<file path="src/rtl/dtt_pkg.sv">
package dtt_pkg;

  typedef enum logic [1:0] {
    CMD_ACT = 2'd0,
    CMD_RD  = 2'd1,
    CMD_WR  = 2'd2,
    CMD_PRE = 2'd3
  } cmd_e;

  // round a picosecond figure up to whole clocks
  function automatic int unsigned ps_to_clk(input int unsigned ps, input int unsigned clk_ps);
    return (ps + clk_ps - 1) / clk_ps;
  endfunction

  function automatic int unsigned later_of(input int unsigned a, input int unsigned b);
    return (a > b) ? a : b;
  endfunction

  // precharge bound created by one command; 0 means "no new bound"
  function automatic int unsigned pre_bound(input cmd_e kind, input int unsigned now,
                                            input int unsigned wr_done,
                                            input int unsigned t_rtp, input int unsigned t_wr,
                                            input int unsigned t_ras);
    case (kind)
      CMD_RD:  return now + t_rtp;
      CMD_WR:  return wr_done + t_wr;
      CMD_ACT: return now + t_ras;
      default: return 0;
    endcase
  endfunction

endpackage

</file>
<file path="src/rtl/dtt_cycle_counter.sv">
module dtt_cycle_counter #(
  parameter int CNT_W = 16
) (
  input  logic             clk,
  input  logic             rst_n,
  output logic [CNT_W-1:0] cycle_now
);

  always_ff @(posedge clk) begin
    if (!rst_n) cycle_now <= '0;
    else        cycle_now <= cycle_now + 1'b1;
  end

  assert_cycle_step_R2: assert property (@(posedge clk) disable iff (!rst_n)
    $past(rst_n) |-> cycle_now == $past(cycle_now) + 1'b1);

endmodule

</file>
<file path="src/rtl/dtt_bank_timer.sv">
module dtt_bank_timer
  import dtt_pkg::*;
#(
  parameter int CNT_W   = 16,
  parameter int T_BURST = 4,
  parameter int T_RTP   = 6,
  parameter int T_WR    = 12,
  parameter int T_RAS   = 28,
  parameter int T_RP    = 11
) (
  input  logic             clk,
  input  logic             rst_n,
  input  logic [CNT_W-1:0] cycle_now,
  input  logic             hit,
  input  cmd_e             kind,
  input  logic [CNT_W-1:0] wr_done,
  output logic             col_ok,
  output logic             pre_ok,
  output logic             act_ok
);

  logic [CNT_W-1:0] col_at, pre_at, act_at;
  logic [CNT_W-1:0] pre_new, col_new, act_new;
  logic             is_col, is_pre, is_act;

  assign is_col = hit && (kind == CMD_RD || kind == CMD_WR);
  assign is_pre = hit && (kind == CMD_PRE);
  assign is_act = hit && (kind == CMD_ACT);

  assign col_new = CNT_W'(int'(cycle_now) + T_BURST);
  assign act_new = CNT_W'(later_of(int'(act_at), int'(cycle_now) + T_RP));
  assign pre_new = CNT_W'(later_of(int'(pre_at),
                     pre_bound(kind, int'(cycle_now), int'(wr_done), T_RTP, T_WR, T_RAS)));

  always_ff @(posedge clk) begin
    if (!rst_n) begin
      col_at <= '0;
      pre_at <= '0;
      act_at <= '0;
    end else if (hit) begin
      if (is_col) col_at <= col_new;
      if (!is_pre) pre_at <= pre_new;
      if (is_pre) act_at <= act_new;
    end
  end

  assign col_ok = (cycle_now >= col_at);
  assign pre_ok = (cycle_now >= pre_at);
  assign act_ok = (cycle_now >= act_at);

  assert_col_block_R3: assert property (@(posedge clk) disable iff (!rst_n)
    (is_col && T_BURST > 1) |=> !col_ok);
  assert_rd_pre_block_R4: assert property (@(posedge clk) disable iff (!rst_n)
    (hit && kind == CMD_RD && T_RTP > 1) |=> !pre_ok);
  assert_act_pre_block_R6: assert property (@(posedge clk) disable iff (!rst_n)
    (is_act && T_RAS > 1) |=> !pre_ok);
  assert_pre_monotonic_R7: assert property (@(posedge clk) disable iff (!rst_n)
    $past(rst_n) |-> pre_at >= $past(pre_at));
  assert_act_block_R8: assert property (@(posedge clk) disable iff (!rst_n)
    (is_pre && T_RP > 1) |=> !act_ok);
  assert_idle_hold_R9: assert property (@(posedge clk) disable iff (!rst_n)
    !hit |=> ($stable(col_at) && $stable(pre_at) && $stable(act_at)));

endmodule

</file>
<file path="src/rtl/dtt_violation_monitor.sv">
module dtt_violation_monitor
  import dtt_pkg::*;
#(
  parameter int NUM_BANKS = 4,
  localparam int BANK_W = $clog2(NUM_BANKS)
) (
  input  logic                 clk,
  input  logic                 rst_n,
  input  logic                 cmd_valid,
  input  cmd_e                 kind,
  input  logic [BANK_W-1:0]    bank,
  input  logic [NUM_BANKS-1:0] col_ok,
  input  logic [NUM_BANKS-1:0] pre_ok,
  input  logic [NUM_BANKS-1:0] act_ok,
  output logic                 violation,
  output logic [BANK_W-1:0]    viol_bank
);

  logic permitted;
  logic illegal_cmd;

  always_comb begin
    case (kind)
      CMD_RD, CMD_WR: permitted = col_ok[bank];
      CMD_PRE:        permitted = pre_ok[bank];
      default:        permitted = act_ok[bank];
    endcase
  end

  assign illegal_cmd = cmd_valid && !permitted;

  always_ff @(posedge clk) begin
    if (!rst_n) begin
      violation <= 1'b0;
      viol_bank <= '0;
    end else if (illegal_cmd && !violation) begin
      violation <= 1'b1;
      viol_bank <= bank;
    end
  end

  assert_viol_sticky_R10: assert property (@(posedge clk) disable iff (!rst_n)
    violation |=> (violation && $stable(viol_bank)));
  assert_viol_raise_R10: assert property (@(posedge clk) disable iff (!rst_n)
    illegal_cmd |=> violation);

endmodule

</file>
<file path="src/rtl/dram_bank_timer.sv">
module dram_bank_timer
  import dtt_pkg::*;
#(
  parameter int NUM_BANKS = 4,
  parameter int CNT_W     = 16,
  parameter int CLK_PS    = 1250,
  parameter int T_BURST   = 4,
  parameter int T_RTP     = int'(ps_to_clk(7500, CLK_PS)),
  parameter int T_WR      = int'(ps_to_clk(15000, CLK_PS)),
  parameter int T_RAS     = int'(ps_to_clk(35000, CLK_PS)),
  parameter int T_RP      = int'(ps_to_clk(13750, CLK_PS)),
  localparam int BANK_W   = $clog2(NUM_BANKS)
) (
  input  logic                 clk,
  input  logic                 rst_n,
  input  logic                 cmd_valid,
  input  logic [1:0]           cmd_type,
  input  logic [BANK_W-1:0]    cmd_bank,
  input  logic [CNT_W-1:0]     wr_end,
  output logic [CNT_W-1:0]     cycle_now,
  output logic [NUM_BANKS-1:0] col_ok,
  output logic [NUM_BANKS-1:0] pre_ok,
  output logic [NUM_BANKS-1:0] act_ok,
  output logic                 violation,
  output logic [BANK_W-1:0]    viol_bank
);

  cmd_e                 kind;
  logic [NUM_BANKS-1:0] bank_hit;

  assign kind = cmd_e'(cmd_type);

  dtt_cycle_counter #(.CNT_W(CNT_W)) u_cnt (
    .clk(clk), .rst_n(rst_n), .cycle_now(cycle_now)
  );

  for (genvar b = 0; b < NUM_BANKS; b++) begin : g_bank
    assign bank_hit[b] = cmd_valid && (cmd_bank == BANK_W'(b));
    dtt_bank_timer #(
      .CNT_W(CNT_W), .T_BURST(T_BURST), .T_RTP(T_RTP), .T_WR(T_WR),
      .T_RAS(T_RAS), .T_RP(T_RP)
    ) u_timer (
      .clk(clk), .rst_n(rst_n), .cycle_now(cycle_now), .hit(bank_hit[b]),
      .kind(kind), .wr_done(wr_end),
      .col_ok(col_ok[b]), .pre_ok(pre_ok[b]), .act_ok(act_ok[b])
    );
  end

  dtt_violation_monitor #(.NUM_BANKS(NUM_BANKS)) u_viol (
    .clk(clk), .rst_n(rst_n), .cmd_valid(cmd_valid), .kind(kind), .bank(cmd_bank),
    .col_ok(col_ok), .pre_ok(pre_ok), .act_ok(act_ok),
    .violation(violation), .viol_bank(viol_bank)
  );

  assert_one_hit_R9: assert property (@(posedge clk) disable iff (!rst_n)
    $onehot0(bank_hit));
  assert_reset_clear_R1: assert property (@(posedge clk)
    !rst_n |=> (&col_ok && &pre_ok && &act_ok && !violation));

endmodule

</file>
<file path="config.mk">
export PLATFORM = sky130hd
export DESIGN_NAME = dram_bank_timer
export DESIGN_NICKNAME = d
export VERILOG_FILES = /design/src/rtl/dtt_pkg.sv /design/src/rtl/dtt_cycle_counter.sv /design/src/rtl/dtt_bank_timer.sv /design/src/rtl/dtt_violation_monitor.sv /design/src/rtl/dram_bank_timer.sv
export SDC_FILE = /design/constraint.sdc
export NUM_CORES = 1
export LEC_CHECK = 0
export BUFFER_PORTS_ARGS = -buffer_cell sky130_fd_sc_hd__buf_2
export CORE_ASPECT_RATIO = 1.4
export CORE_MARGIN = 4
export CORE_UTILIZATION = 50
export DETAILED_ROUTE_END_ITERATION = 10
export GPL_ROUTABILITY_DRIVEN = 0
export MAX_ROUTING_LAYER = met4
export PLACE_DENSITY = 0.7
export RECOVER_POWER = 25
export SYNTH_ARGS = -nofsm -noshare
export SYNTH_HDL_FRONTEND = slang
export SYNTH_SLANG_ARGS = --single-unit
</file>
<file path="constraint.sdc">
create_clock -name clk -period 4.4 [get_ports clk]
set_input_delay 0.44 -clock clk [delete_from_list [all_inputs] [get_ports clk]]
set_output_delay 0.44 -clock clk [all_outputs]
set_load 0.02 [all_outputs]
</file>
# [After elaboration in Yosys (flattened, before gate mapping)]
# Index checks and enable logic that the tools add are counted.
[totals] out_inout_bits=31 ramBits=0 mem_count=0 register_bits=211 inputBits=23 mem_bits_ro=0 latch_bits=0
[classes] addsub=6 n_shift=0 bitwise=12 reduce_logical=32 muxes=8 div=0 n_lt_le_gt_ge=21 eq_ne=6 n_mul=0
[ops] cell="> comparator 16 x 32 -> 1 bit" n=8
[ops] cell=">= comparator 16 bit" n=12
[ops] cell="case mux 32 bit (3 select lines)" n=1
[ops] cell="adder 16 x 4 -> 17 bit, second input constant" n=2
[ops] cell="AND reduction 3 bit" n=8
[ops] cell="adder 16 x 3 -> 17 bit, second input constant" n=1
[ops] cell="adder 16 x 5 -> 17 bit, second input constant" n=1
[ops] cell="adder 16 x 1 -> 16 bit, second input constant" n=1
[ops] cell="adder 16 x 3 -> 16 bit, second input constant" n=1
[ops] cell="logical AND 1 bit" n=14
[ops] cell="inverter 1 bit" n=12
[ops] cell="== test 2 bit, second input constant" n=4
[ops] cell="AND reduction 2 bit" n=4
[ops] cell="binary-select mux 1 bit (select 2 bit)" n=3
[ops] cell="== test 2 x 1 -> 1 bit, second input constant" n=2
[ops] cell="zero test 2 bit" n=2
[ops] cell="< comparator 2 x 3 -> 1 bit, second input constant" n=1
[ops] cell="2-to-1 mux 1 bit" n=3
[ops] cell="zero test 1 bit" n=2
[ops] cell="case mux 1 bit (2 select lines)" n=1
[ops] cell="OR reduction 2 bit" n=1
[ops] cell="logical OR 1 bit" n=1

# [Longest topological paths before layout]
# Gate-level depths: netlist of the first run.
[depth] word_depth=7 depth_mapped=21

# [By module]
# A second synthesis of the first run with hierarchy kept.
[unflattened] cells_unflattened=2806 area_unflattened_um2=22385.2
[by_module_without_submodules] module="dtt_bank_timer at g_bank[0].u_timer" n_inst=1 cells_per_inst=682 area_per_inst_um2=5408.9
[by_module_without_submodules] module="dtt_bank_timer at g_bank[3].u_timer" n_inst=1 cells_per_inst=670 area_per_inst_um2=5391.4
[by_module_without_submodules] module="dtt_bank_timer at g_bank[2].u_timer" n_inst=1 cells_per_inst=669 area_per_inst_um2=5286.3
[by_module_without_submodules] module="dtt_bank_timer at g_bank[1].u_timer" n_inst=1 cells_per_inst=674 area_per_inst_um2=5262.5
[by_module_without_submodules] module="dtt_cycle_counter" n_inst=1 cells_per_inst=82 area_per_inst_um2=729.4
[by_module_without_submodules] module="dtt_violation_monitor" n_inst=1 cells_per_inst=25 area_per_inst_um2=269.0
[by_module_without_submodules] module="dram_bank_timer" n_inst=1 cells_per_inst=4 area_per_inst_um2=37.5

# [Worst setup path after synthesis of the first run]
# Ideal clock, no wire load.
[synth_timing] path_type="flip-flop to flip-flop" from="register u_cnt.cycle_now[2]" to="register g_bank[3].u_timer.pre_at[7]" synth_period_minus_slack_ps=4533 path_slack_ps=-133 arrival_ps=4397 t_required_ps=4265 n_path_buf=3 path_stages_with_launch=21 path_cell_list="dfxtp_1 -> clkbuf_1 -> inv_1 -> ha_1 -> nor3_1 -> nand3_1 -> xnor2_1 -> a22oi_1 -> nand2_1 -> nand2b_1 -> ha_1 -> a21o_1 -> a21o_1 -> a21o_1 -> a21oi_1 -> o21ai_0 -> or3_1 -> clkbuf_1 -> clkbuf_1 -> a21oi_1 -> a311oi_1"
[synth_via] elab_chain_len=5
[synth_rtl] item="start: declaration" line="dtt_cycle_counter.sv:6" text="output logic [CNT_W-1:0] cycle_now"
[synth_rtl] item="start signal: assignment" line="dtt_cycle_counter.sv:11" text="else cycle_now <= cycle_now + 1'b1;"
[synth_rtl] item="adder 16 x 5 -> 17 bit / adder 16 x 3 -> 17 bit (equally long branches)" line="dtt_pkg.sv:27, dtt_pkg.sv:25"
[synth_rtl] item="case mux 32 bit (3 select lines) *" line="dtt_pkg.sv:24" text="case (kind)"
[synth_rtl] item="> comparator 16 x 32 -> 1 bit" line="dtt_pkg.sv:16" text="return (a > b) ? a : b;"
[synth_rtl] item="inverter 1 bit (no source line)"
[synth_rtl] item="AND reduction 3 bit (no source line)"
[synth_rtl] item="end signal: assignment" line="dtt_bank_timer.sv:42" text="if (!is_pre) pre_at <= pre_new;"
[synth_rtl] item="end: declaration" line="dtt_bank_timer.sv:22" text="logic [CNT_W-1:0] col_at, pre_at, act_at;"
# Mark *: on every way between the ends. The rest lies on a longest branch, timed or not.
# A chain may end at the register's enable or synchronous reset.

# [Worst setup path after layout of the first run]
[layout_timing] from="register u_cnt.cycle_now[7]" to="register g_bank[2].u_timer.pre_at[2]"
[layout_via] elab_chain_len=5
[layout_rtl] item="adder 16 x 5 -> 17 bit / adder 16 x 3 -> 17 bit (equally long branches)" line="dtt_pkg.sv:27, dtt_pkg.sv:25"
[layout_rtl] item="case mux 32 bit (3 select lines) *" line="dtt_pkg.sv:24"
[layout_rtl] item="> comparator 16 x 32 -> 1 bit *" line="dtt_pkg.sv:16"
[layout_rtl] item="inverter 1 bit (no source line) *"
[layout_rtl] item="AND reduction 3 bit (no source line) *"
[layout_rtl] item="end signal: assignment" line="dtt_bank_timer.sv:42"
[layout_rtl] item="end: declaration" line="dtt_bank_timer.sv:22"
# Marks and branches as above.

==> summary.txt, run 1 <==
Drt
  – Post-route ant nets: 0
  – Total Routed Length: 51,600 um
  – Met3 routed WL: 2900 um
  – WL/cell: 20.1 um
  – DRT met1 WL: 20,600 um
  – Avg Vias per Cell: 5.99
  – Max layer used: met4
  – TritonRoute pass-1 iters: 5
  – Vias: 15.4k
  – Number of DRC markers in iteration 0: 1,113
  – Drc violations: 0
  – Met2 Wirelength: 24,600 um

Pwr
  – Pwr Density: 270 nW/um^2
  – Power share of the combinational group: 20.5%
  – Clk network pwr share: 39.6%
  – Net switching power: 1.54 mW
  – Reg power frac: 39.8%
  – Sw Share: 30.3%
  – Worst VDD drop: 310 uV
  – Internal power: 3.53 mW
  – Leakage Power: 8.29 nW
  – Total power: 5.07 mW

Yosys
  – Synth top area cells: dfxtp_1 (25%), ha_1 (25%), mux2i_1 (5.8%)
  – Number of distinct library cells after synthesis: 76
  – Post-synthesis mux area share: 5.76%
  – Mapped Nets: 2,404
  – Post-Syn Area: 17,000 um^2
  – Share of the synthesized area in the top cell type: 24.8%
  – Dominant synthesized flop cell: dfxtp_1
  – Simple-gate share of the synthesized area: 15.0%
  – Synth Area in Adders: 24.7%
  – Synth Area in XOR/XNOR: 2.73%
  – Main combinational cell family by area after synthesis: adder cells
  – Ys async rst share: 0%
  – Synth Area per Inst: 8.33 um^2
  – Leading area contributor after synthesis: dfxtp_1
  – Syn. warnings: 0
  – Register area share after synthesis: 24.8%
  – Number of synthesized flops with an enable pin: 0
  – Cells after Synth: 2,045
  – Synth Register Bits: 211
  – Complex-gate fraction of the synthesized area: 19.0%

STA
  – Minimum clock period: 4160 ps
  – Slew headroom: 3.24%
  – Final Setup Violations: 0
  – Tcrit/Tclk final: 94.5%
  – Worst slew pin tran: 1450 ps
  – WHS: 271 ps
  – Hold Fails Final Rpt: 0
  – Worst Clk Skew: 20.8 ps
  – Setup ws final: 244 ps
  – Setup tns final: 0 ps
  – Max-slew violations: 0
  – Achievable Freq: 241 MHz

Global route
  – Global-route wire length before repair: 81,000 um
  – Total global-route track usage: 28.4%
  – Initial antenna violation count: 1
  – Largest net degree at the start of global routing: 98
  – Grt total ovfl: 0
  – Vias in the first global route: 15.2k

Die
  – Die area: 37,100 um^2
  – Core Rows: 79
  – IO Pins: 54
  – Die W: 164 um
  – Starting Density: 51.0%
  – Die height: 226 um
  – Core Area: 33,400 um^2

CTS
  – Insertion delay to the later sink of the worst-skew pair: 540 ps
  – Clock-pin slew on the worst setup and hold paths: 60 ps
  – Num CTS Buffers: 24
  – Clock Tree Root: clkbuf_16
  – Clock sinks: 211
  – Cts hold-fix bufs: 0
  – H-Tree Level Count: 1
  – CTS tree: yes
  – Max clock buf depth: 3

Setup path
  – Family with the most delay on the worst path: simple AND/OR/NAND/NOR gates
  – CP peak stage delay: 450 ps
  – WP depth: 17
  – CP Max Fanout: 15
  – CP Cell Sequence: buf_6, nand4_1, or2_1, o31ai_1, nand3_1, o21ai_0, o21ai_1, buf_4, nand2b_1, ha_1, nand3_1, nor3_1, a41oi_2, o22ai_2, buf_4, mux2i_1, nor2_1
  – Crit path kind: reg2reg
  – CP arrival: 4540 ps
  – Critical Path Sink Type: flop
  – Worst Setup Start Kind: flop
  – Slowest CP cell: nor3_1
  – CP bufs+invs: 3
  – R2R depth: 17
  – CP required: 4780 ps

Final layout
  – Share of cells above drive strength 1: 8.98%
  – Non-Filler Instances: 2,573
  – Fin nets: 2,472
  – Area grow syn2layout: 10.1%
  – Antenna fix cells: 0
  – Layout fillers: 3,153
  – Post-layout util: 56.1%
  – Final design area excluding fillers: 18,700 um^2

Place
  – # port buffers: 53
  – Cells after DPL: 2,531
  – Pre-CTS setup slack: 168 ps
  – Area after DPL: 18,000 um^2
  – Hpwl dp: 39,100 um

Hold path
  – Hold depth: 3
  – Hold Path Class: in2reg

Run status
  – Run status: completed

Flow run
  – Max-cap violations: 0
## layer usage
layer	vias up	track usage, %
met1	7231	33.1
li1	7397	-
met2	570	47.0
met5	-	-
met3	224	3.35
met4	0	16.6
## placed cells by master, fill, tap and decap left out, drive strengths merged, types with 19 or more instances in the layout
cell / n
inv: 219
a311oi: 42
nand4: 40
nor2b: 19
nor2: 189
nand2b: 27
nand2: 165
buf: 130
dfxtp: 211
xnor2: 33
mux2i: 98
nand3: 34
ha: 336
a21oi: 124
a21o: 54
clkbuf: 52
nor3: 32
xor2: 20
o21a: 25
o21ai: 76
a211oi: 67
## final timing paths
check                                                                from                                        end  slack (ps)
worst min register to register  g_bank[2].u_timer.act_at[11]$_SDFFE_PN0P_  g_bank[2].u_timer.act_at[11]$_SDFFE_PN0P_         480
worst max register to register              u_cnt.cycle_now[7]$_SDFF_PN0_   g_bank[2].u_timer.pre_at[2]$_SDFFE_PN0P_         240
worst max-delay path                        u_cnt.cycle_now[7]$_SDFF_PN0_   g_bank[2].u_timer.pre_at[2]$_SDFFE_PN0P_         240
worst min-delay path                                          cmd_bank[0]           u_viol.viol_bank[0]$_SDFFE_PN0P_         270
## power groups by stage
stage               Clock [mW]  Combinational (mW)  Sequential (mW)
floorplan                    0               0.745             2.05
global placement             0                1.00             2.06
detailed placement           0                1.03             2.06
CTS                       2.03                1.04             2.02
global route              2.11                1.15             2.03
finish                    2.01                1.04             2.02
## flip-flops by register name, indices dropped and copies added, names as in the netlist
register	cells
g_bank.u_timer.act_at	64
u_viol.viol_bank	2
g_bank.u_timer.col_at	64
g_bank.u_timer.pre_at	64
u_cnt.cycle_now	16
u_viol.violation	1
## what timing repair did
item                       CTS  global route
setup buffers                0             1
setup endpoints to repair    0            65
gates resized for setup      0             3
## synth_stat cells (31+ instances only)
| cell | count |
|---|---|
| nor3_1 | 31 |
| xnor2_1 | 33 |
| a211oi_1 | 66 |
| o21ai_0 | 73 |
| nand4_1 | 40 |
| a311oi_1 | 42 |
| mux2i_1 | 98 |
| nand2_1 | 165 |
| clkbuf_1 | 54 |
| ha_1 | 336 |
| nand3_1 | 33 |
| inv_1 | 218 |
| a21o_1 | 53 |
| a21oi_1 | 123 |
| nor2_1 | 189 |
| dfxtp_1 | 211 |
## cell families after synthesis
logic type,after synthesis
AO/OA/AOI/OAI,471
multiplexers,98
adder cells (fa/ha/maj),336
buffers and inverters,322
AND/OR/NAND/NOR,554
flip-flops,211
XOR/XNOR,53
## cell type report
| cell class | count | area (um^2) | share of cell area, % |
|---|---|---|---|
| Timing Repair Buffer | 145 | 918 | 4.90 |
| Inverter | 219 | 825 | 4.40 |
| Tap cell | 445 | 557 | 2.97 |
| Multi-Input combinational cell | 1512 | 11500 | 61.2 |
| Sequential cell | 211 | 4230 | 22.5 |
| Clock buffer | 37 | 711 | 3.79 |
| Clock inverter | 4 | 47.5 | 0.254 |
## worst register-to-register path, cell delays in order (launching register included)
cell      delay, ps
dfxtp_1         430
buf_6           260
nand4_1         200
or2_1           380
o31ai_1         260
nand3_1          90
o21ai_0         140
o21ai_1          90
buf_4           180
nand2b_1        230
ha_1            190
nand3_1          90
nor3_1          450
a41oi_2         240
o22ai_2         200
buf_4           260
mux2i_1         260
nor2_1           50
Power figures use the tool's default switching activity.
==> run 2: changes to the inputs <==
Settings changed: CORE_UTILIZATION 50 to 58, CTS_CLUSTER_DIAMETER from default to 100, PLACE_DENSITY 0.7 to 0.79.
==> run 2 against run 1 <==
Against the previous run: the flow now finishes with violations (max-capacitance violations, max-slew violations); register-to-register slack lost 50 ps; maximum frequency shrank 5.0%; flip-flop and latch count is the same; non-clock buffer count shrank 14; design area shrank 1.2%; combinational power is essentially flat; highest routed layer unchanged.
==> summary.txt, run 2 (same netlist as run 1, synthesis figures left out) <==
STA
  – Worst Clk Skew: 34.1 ps
  – Achievable Freq: 229 MHz
  – Minimum clock period: 4370 ps
  – Max-slew violations: 19
  – Hold Fails Final Rpt: 0
  – Worst slew pin tran: 1520 ps
  – Slew headroom: -1.59%
  – Setup tns final: 0 ps
  – Final Setup Violations: 0
  – RSZ-0062 raised after global routing: no
  – Tcrit/Tclk final: 99.4%

Hold path
  – Hold depth: 3
  – Hold Path Class: in2reg

CTS
  – Clock sinks: 211
  – Num CTS Buffers: 23
  – Max clock buf depth: 3
  – Setup Fix Bufs, Post-CTS: 0
  – H-Tree Level Count: 1
  – Insertion delay to the later sink of the worst-skew pair: 540 ps
  – CTS tree: yes
  – Clock Tree Root: clkbuf_16
  – Clock-pin slew on the worst setup and hold paths: 60 ps

Global route
  – Largest net degree at the start of global routing: 70
  – Total global-route track usage: 32.0%
  – Grt total ovfl: 0
  – Global-route wire length before repair: 81,300 um
  – Vias in the first global route: 15.6k
  – Initial antenna violation count: 0

Drt
  – Total Routed Length: 51,100 um
  – Vias: 15.7k
  – Avg Vias per Cell: 6.29
  – WL/cell: 20.5 um
  – Drc violations: 0
  – Number of DRC markers in iteration 0: 1,307
  – Post-route ant nets: 0
  – TritonRoute pass-1 iters: 6

Die
  – Die area: 32,200 um^2
  – IO Pins: 54
  – Starting Density: 58.6%
  – Core Rows: 74
  – Core Area: 29,100 um^2
  – Die height: 211 um
  – Die W: 153 um

Final layout
  – Most common cell after layout, fill and taps aside: ha_1
  – Commonest non-fill, non-tap cells in the layout: ha_1 (336), inv_1 (218), dfxtp_1 (210), nor2_1 (186), nand2_1 (165)
  – Non-Filler Instances: 2,493
  – Antenna fix cells: 0
  – Top Registers: g_bank.u_timer.act_at: 64 flops, g_bank.u_timer.col_at: 64 flops, g_bank.u_timer.pre_at: 64 flops
  – Reg area: 4230 um^2
  – Area of the multi-input gates: 11,500 um^2
  – Share of cells above drive strength 1: 8.42%
  – Area grow syn2layout: 8.77%
  – Final design area excluding fillers: 18,500 um^2
  – Layout fillers: 2,529
  – Fin nets: 2,457

Setup path
  – Crit path kind: reg2out
  – Worst Setup Start Kind: flop
  – CP peak stage delay: 1110 ps
  – CP Cell Sequence: inv_1, clkbuf_1, ha_1, nand2b_1, a2111oi_0, and4b_1, or4_4, buf_2
  – Critical Path Sink Type: primary output
  – Slowest CP cell: clkbuf_1
  – R2R depth: 10
  – CP arrival: 3930 ps
  – CP Max Fanout: 18
  – CP required: 3960 ps

Flow run
  – Max-cap violations: 1

Pwr
  – Pwr Density: 271 nW/um^2
  – Worst VDD drop: 359 uV
  – Leakage Power: 8.21 nW

Place
  – Cells after DPL: 2,453
  – Area after DPL: 17,800 um^2
  – # port buffers: 53
  – Hpwl dp: 38,900 um

Run status
  – Run status: finished, violations left
  – Failing checks: max-capacitance violations, max-slew violations
[run 2: cell count changes in the layout (fill, tap and decap cells not counted), sizes merged]
cell / change
buf: -15
bufinv: +1
clkbuf: -9
clkinv: +5
inv: +3
[run 2: power breakdown]
part	total (mW)	internal [mW]	switching (mW)
logic	1.04	0.391	0.654
clock network	1.95	1.09	0.862
registers	2.02	1.97	0.0455
total	5.01	3.45	1.56
[run 2: path summary, 6_finish.rpt]
kind,from,to,slack (ps)
max,u_cnt.cycle_now[0]$_SDFF_PN0_,col_ok[3],30
min,cmd_bank[1],u_viol.viol_bank[1]$_SDFFE_PN0P_,260
max reg2reg,u_cnt.cycle_now[9]$_SDFF_PN0_,u_viol.viol_bank[0]$_SDFFE_PN0P_,190
min reg2reg,u_viol.viol_bank[0]$_SDFFE_PN0P_,u_viol.viol_bank[0]$_SDFFE_PN0P_,480
[run 2: per-stage QoR]
stage	total power [mW]	util (%)	setup slack (ps)	hold WS, ps
floorplan	2.80	-	89.0	455
detailed placement	3.08	61.3	249	468
CTS	5.02	63.9	184	246
finish	5.01	63.7	26.6	257
global placement	3.05	61.3	408	448
global route	5.22	63.7	15.7	265
[run 2: critical path: cells and delay by family (launching register included)]
family	cells	cell delay, ps
and+or+nand+nor	3	840
AOI/OAI and AO/OA	1	430
buffers and inverters	3	1380
DFF	1	340
adders and majority gates	1	410
[run 2: what timing repair did]
item / 4_1_cts / 5_1_grt
gates resized for setup: 0 / 1
hold buffers: 0 / 0
setup endpoints to repair: 0 / 16
[run 2: final cells by class]
class,instances,share of cell area (%)
clock inverter,13,0.757
clock buffer,27,3.19
inverter,219,4.45
sequential,211,22.8
timing repair buffer,131,4.34
multi-input combinational,1512,61.9
tap,380,2.57
[run 2: layer usage]
layer | vias up | global-route usage [%] | part of all wire (%)
li1 | 7373 | - | -
met1 | 7329 | 35.1 | 37
met2 | 682 | 52.9 | 47
met3 | 289 | 4.39 | 6.9
met4 | 0 | 23.7 | 8.9
met5 | - | - | 0
